==> src/rtl/plru_pkg.sv <==
package plru_pkg;
  // Heap-ordered tree: node n has children 2n+1 (low) and 2n+2 (high).
  function automatic int unsigned node_at(int unsigned lvl, int unsigned way,
                                          int unsigned way_w);
    return ((32'd1 << lvl) - 32'd1) + (way >> (way_w - lvl));
  endfunction
endpackage

==> src/rtl/plru_path_upd.sv <==
module plru_path_upd #(
  parameter int unsigned NUM_WAYS = 4,
  localparam int unsigned WAY_W = $clog2(NUM_WAYS),
  localparam int unsigned TB    = NUM_WAYS - 1
) (
  input  logic [TB-1:0]    bits_i,
  input  logic [WAY_W-1:0] way_i,
  output logic [TB-1:0]    bits_o
);
  import plru_pkg::*;

  always_comb begin
    bits_o = bits_i;
    for (int unsigned l = 0; l < WAY_W; l++) begin
      // point away: store the opposite of the way's branch at this level
      bits_o[node_at(l, int'(way_i), WAY_W)] = ~way_i[WAY_W-1-l];
    end
  end
endmodule

==> src/rtl/plru_victim_sel.sv <==
module plru_victim_sel #(
  parameter int unsigned NUM_WAYS = 4,
  localparam int unsigned WAY_W = $clog2(NUM_WAYS),
  localparam int unsigned TB    = NUM_WAYS - 1
) (
  input  logic [TB-1:0]    bits_i,
  output logic [WAY_W-1:0] way_o
);
  always_comb begin
    int   node;
    logic b;
    node  = 0;
    way_o = '0;
    for (int l = 0; l < int'(WAY_W); l++) begin
      b = bits_i[node];
      way_o[WAY_W-1-l] = b;
      node = 2 * node + 1 + int'(b);
    end
  end
endmodule

==> src/rtl/plru_state_ram.sv <==
module plru_state_ram #(
  parameter int unsigned NUM_WAYS = 4,
  parameter int unsigned NUM_SETS = 16,
  localparam int unsigned TB    = NUM_WAYS - 1,
  localparam int unsigned SET_W = $clog2(NUM_SETS)
) (
  input  logic             clk_i,
  input  logic             rst_ni,
  input  logic [SET_W-1:0] lkp_set_i,
  output logic [TB-1:0]    lkp_bits_o,
  input  logic [SET_W-1:0] hit_set_i,
  output logic [TB-1:0]    hit_old_o,
  input  logic             hit_we_i,
  input  logic [TB-1:0]    hit_bits_i,
  input  logic [SET_W-1:0] fill_set_i,
  output logic [TB-1:0]    fill_old_o,
  input  logic             fill_we_i,
  input  logic [TB-1:0]    fill_bits_i
);
  logic [TB-1:0] row_q [NUM_SETS];
  logic          clash;

  assign clash      = hit_we_i && fill_we_i && (hit_set_i == fill_set_i);
  assign lkp_bits_o = row_q[lkp_set_i];
  assign hit_old_o  = row_q[hit_set_i];
  assign fill_old_o = row_q[fill_set_i];

  always_ff @(posedge clk_i or negedge rst_ni) begin
    if (!rst_ni) begin
      for (int s = 0; s < int'(NUM_SETS); s++) row_q[s] <= '0;
    end else begin
      if (hit_we_i && !clash) row_q[hit_set_i]  <= hit_bits_i;
      if (fill_we_i)          row_q[fill_set_i] <= fill_bits_i;
    end
  end


  fill_wins_chk: assert property (@(posedge clk_i) disable iff (!rst_ni)
    clash |=> row_q[$past(fill_set_i)] == $past(fill_bits_i));


  dual_write_chk: assert property (@(posedge clk_i) disable iff (!rst_ni)
    (hit_we_i && fill_we_i && hit_set_i != fill_set_i)
      |=> (row_q[$past(hit_set_i)] == $past(hit_bits_i)) &&
          (row_q[$past(fill_set_i)] == $past(fill_bits_i)));
endmodule

==> src/rtl/plru_tree_repl.sv <==
module plru_tree_repl #(
  parameter int unsigned NUM_WAYS = 4,
  parameter int unsigned NUM_SETS = 16,
  localparam int unsigned WAY_W = $clog2(NUM_WAYS),
  localparam int unsigned SET_W = $clog2(NUM_SETS),
  localparam int unsigned TB    = NUM_WAYS - 1
) (
  input  logic             clk_i,
  input  logic             rst_ni,
  input  logic [SET_W-1:0] lkp_set_i,
  output logic [WAY_W-1:0] victim_o,
  input  logic             upd_en_i,
  input  logic             hit_vld_i,
  input  logic [SET_W-1:0] hit_set_i,
  input  logic [WAY_W-1:0] hit_way_i,
  input  logic             fill_vld_i,
  input  logic [SET_W-1:0] fill_set_i,
  input  logic [WAY_W-1:0] fill_way_i
);
  logic [TB-1:0] lkp_bits, hit_old, hit_new, fill_old, fill_new;
  logic          hit_we, fill_we;

  assign hit_we  = upd_en_i && hit_vld_i;
  assign fill_we = upd_en_i && fill_vld_i;

  plru_state_ram #(.NUM_WAYS(NUM_WAYS), .NUM_SETS(NUM_SETS)) u_state (
    .clk_i      (clk_i),
    .rst_ni     (rst_ni),
    .lkp_set_i  (lkp_set_i),
    .lkp_bits_o (lkp_bits),
    .hit_set_i  (hit_set_i),
    .hit_old_o  (hit_old),
    .hit_we_i   (hit_we),
    .hit_bits_i (hit_new),
    .fill_set_i (fill_set_i),
    .fill_old_o (fill_old),
    .fill_we_i  (fill_we),
    .fill_bits_i(fill_new)
  );

  plru_path_upd #(.NUM_WAYS(NUM_WAYS)) u_hit_upd (
    .bits_i(hit_old), .way_i(hit_way_i), .bits_o(hit_new)
  );

  plru_path_upd #(.NUM_WAYS(NUM_WAYS)) u_fill_upd (
    .bits_i(fill_old), .way_i(fill_way_i), .bits_o(fill_new)
  );

  plru_victim_sel #(.NUM_WAYS(NUM_WAYS)) u_victim (
    .bits_i(lkp_bits), .way_o(victim_o)
  );


  hit_away_chk: assert property (@(posedge clk_i) disable iff (!rst_ni)
    (hit_we && !(fill_we && fill_set_i == hit_set_i))
      |=> (lkp_set_i != $past(hit_set_i)) || (victim_o != $past(hit_way_i)));


  fill_away_chk: assert property (@(posedge clk_i) disable iff (!rst_ni)
    fill_we |=> (lkp_set_i != $past(fill_set_i)) || (victim_o != $past(fill_way_i)));


  frozen_chk: assert property (@(posedge clk_i) disable iff (!rst_ni)
    !upd_en_i |=> (lkp_set_i != $past(lkp_set_i)) || $stable(victim_o));
endmodule

==> config.mk <==
export PLATFORM = sky130hd
export DESIGN_NAME = plru_tree_repl
export DESIGN_NICKNAME = d
export VERILOG_FILES = /design/src/rtl/plru_pkg.sv /design/src/rtl/plru_path_upd.sv /design/src/rtl/plru_victim_sel.sv /design/src/rtl/plru_state_ram.sv /design/src/rtl/plru_tree_repl.sv
export SDC_FILE = /design/constraint.sdc
export NUM_CORES = 1
export LEC_CHECK = 0
export BUFFER_PORTS_ARGS = -buffer_cell sky130_fd_sc_hd__buf_2
export CAP_MARGIN = 20
export CORE_MARGIN = 5
export CORE_UTILIZATION = 33
export DETAILED_ROUTE_END_ITERATION = 12
export HOLD_SLACK_MARGIN = 0.03
export PLACE_DENSITY = 0.47
export SYNTH_ARGS = -nofsm -noshare
export SYNTH_HDL_FRONTEND = slang
export SYNTH_SLANG_ARGS = --single-unit
==> constraint.sdc <==
create_clock -name clk_i -period 3.6 [get_ports clk_i]
set_clock_uncertainty 0.15 [all_clocks]
set_input_delay 0.54 -clock clk_i [delete_from_list [all_inputs] [get_ports clk_i]]
set_output_delay 0.54 -clock clk_i [all_outputs]
set_load 0.05 [all_outputs]
==> impl_metrics.csv <==
group,metric,value,unit
outcome,status,"complete, no violations",
layout,final_cell_mix,"69 x mux2i_1, 48 x dfrtp_1, 22 x nand2_1, 22 x o22ai_1, 22 x buf_2",
route,wl_per_cell,25.3,microns
timing,max_clock_freq,326,MHz
yosys,async_reset_ff_share,100,%
critical_path,critPathLaunchType,"input pin",
clock_network,cts_hold_buf,0,
yosys,synthCells,332,
placement,dp.final_hpwl,8940,microns
critical_path,crit_required,2.91,ns
timing,slew_headroom,45.4,%
critical_path,reg2reg_slack,1.30,ns
clock_network,cts_resized,0,
timing,setup_tns,0,ns
timing,slew_viol_final,0,
yosys,synth-seq-cells,48,
timing,tightest_slew,0.813,ns
clock_network,postCtsSetupRepairBufs,0,
yosys,ys_seq_area_share,32.0,%
critical_path,crit_type,"input pin to primary output",
grt,track_usage,18.8,%
clock_network,ctsHtreeMaxLevel,2,
critical_path,ff2ff_path_depth,5,
grt,gr-total-overflow,0,
route,first_pass_iters,4,
route,via_per_inst,6.19,
critical_path,max_stage_delay,0.63,ns
layout,reg_top3,"u_state.row_q x48",
power_and_ir_drop,fin_total_pwr,2150,uW
layout,final_common_cell,"mux2i_1",
route,first_iter_violations,301,
critical_path,r2r_end,"u_state.row_q[13]",
critical_path,critPathCaptureType,"primary output",
floorplan,rows,39,
yosys,synthFlopType,"dfrtp_1",
route,drc_errors,0,
clock_network,clk_path_buf_depth,2,
yosys,yosysWarnings,0,
timing,timing.final.crit_period,3.07,ns
layout,fin_nets,367,
placement,dpl_cell_area,3950,sq um
power_and_ir_drop,powerDensity,520,nW/um^2
clock_network,cts_buffers,5,
layout,drive_gt1_share,22.8,%
placement,numPortBuffers,22,
grt,grt_pass1_vias,2940,
route,ant_nets,0,
flow_run,max_cap_viol_count,0,
clock_network,clk_latency,0.29,ns
floorplan,die_h,117,microns
layout,final_area,4130,sq um
critical_path,cp_data_arrival_time,2.38,ns
power_and_ir_drop,power.leakage,0.00191,uW
critical_path,cp_slowest_cell,"mux4_1",
yosys,synth_cell_types,41,
yosys,synth_top_area_cell,"dfrtp_1",
yosys,synth_top_area_share,32.0,%
critical_path,crit_chain,"buf_2, mux4_1, mux2i_4, mux2i_1, mux2_2, mux2i_1, buf_2",
timing,finalHoldViolations,0,
timing,rsz0062_at_grt,"false",
floorplan,coreArea,11300,sq um
yosys,netlist_area,3750,sq um
timing,post-route-period-util,85.2,%
layout,area_growth,10.0,%
clock_network,cts_tree,"done",
grt,grt_max_degree,33,
critical_path,path_max_fanout,8,
hold_path,min_path_type,"input pin to async pin",
yosys,synth-edff-count,0,
critical_path,worstReg2RegStart,"u_state.row_q[4]",
layout,n_fill_cell,1118,
floorplan,ios,23,
grt,grt_pass1_wl,18900,microns
yosys,synth.area.top_cells,"dfrtp_1 32%, mux2i_1 18%, mux4_2 9.0%",
floorplan,initial_core_util,33.3,%
route,drt_wl_total,12400,microns
clock_network,cts.clk_slew.worst_paths,0.07,ns
critical_path,crit_family,"multiplexers",
layout,largest_reg_flops,48,
clock_network,clkSinkCount,48,
layout,regMostFlops,"u_state.row_q",
critical_path,path_buf_inv,2,
floorplan,die_x,117,microns
power_and_ir_drop,ir_worst_vdd,0.227,mV
timing,setup_viol,0,
clock_network,clockRootBuffer,"clkbuf_16",
yosys,avgSynthCellArea,11.3,sq um
grt,grt_antenna_before_repair,1,
placement,gp_congestion,0.917,
layout,n_antenna_cell,0,
route,vias,3034,
yosys,syn_nets,353,
floorplan,die_area,13600,sq um
[worst max-delay path by stage]
stage	end	slack, ns	startpoint	cells after the start
2_1_floorplan	victim_o[0]	0.30	lkp_set_i[2]	6
3_3_place_gp	victim_o[0]	0.58	lkp_set_i[1]	7
3_5_place_dp	victim_o[0]	0.53	lkp_set_i[1]	7
4_1_cts	victim_o[0]	0.53	lkp_set_i[1]	7
5_1_grt	victim_o[0]	0.45	lkp_set_i[0]	7
6_report	victim_o[0]	0.53	lkp_set_i[1]	7
[where the power goes]
group / internal, uW / switching, uW / leakage (uW)
combinational: 336 / 337 / 0.00122
sequential: 696 / 212 / 0.000594
clock: 349 / 219 / 0.0000871
[final cells by class]
class,instances,area [sq um],area share [%]
clock buffer,6,139,3.36
clock inverter,2,38.8,0.939
inverter,3,11.3,0.273
multi-input combinational,255,2370,57.3
sequential,48,1200,29.1
tap,143,179,4.33
timing repair buffer,33,193,4.67
[synthesized netlist by cell type (all sizes together), types with 7 or more instances]
library cell and number:
mux2i 70, clkbuf 7, a211oi 9, nand2 22
dfrtp 48, nor3 11, o21ai 21, o211ai 8
nor3b 9, nor2 8, mux2 10, buf 19
mux4 22, nor2b 10, o22ai 22
[metrics by stage]
step | utilization (%) | instances | hold WS [ns] | setup WS (ns)
finish | 36.6 | 490 | 0.166 | 0.531
global route | 36.6 | 490 | 0.233 | 0.453
CTS | 36.6 | 490 | 0.204 | 0.530
detailed placement | 35.1 | 482 | 0.405 | 0.535
global placement | 35.1 | 482 | 0.403 | 0.580
floorplan | - | 332 | 0.0944 | 0.298
[cell families (layout without fill, tap and decap cells)]
kind of cell	after synthesis	after routing	share of synthesized area, %
muxes	102	102	35.9
and+or+nand+nor	79	79	11.7
AOI/OAI and AO/OA	71	71	14.8
DFF	48	48	32.0
buffers and inverters	29	44	4.93
xor gates and xnor gates	3	3	0.700
[layer usage]
layer	wire, microns	vias to the layer above	global-route usage [%]
li1	-	1330	-
met1	5830	1558	28.5
met2	5380	127	27.0
met3	976	17	4.61
met4	171	2	4.59
met5	26	-	0
[worst reg2reg max path, stage by stage (launching register included)]
cell and delay [ns]:
dfrtp_1 0.46, mux4_2 0.49, mux2i_1 0.19, mux2i_1 0.18, a21oi_4 0.51, o22ai_1 0.19
Note: power is estimated with default switching activity, not from simulation.
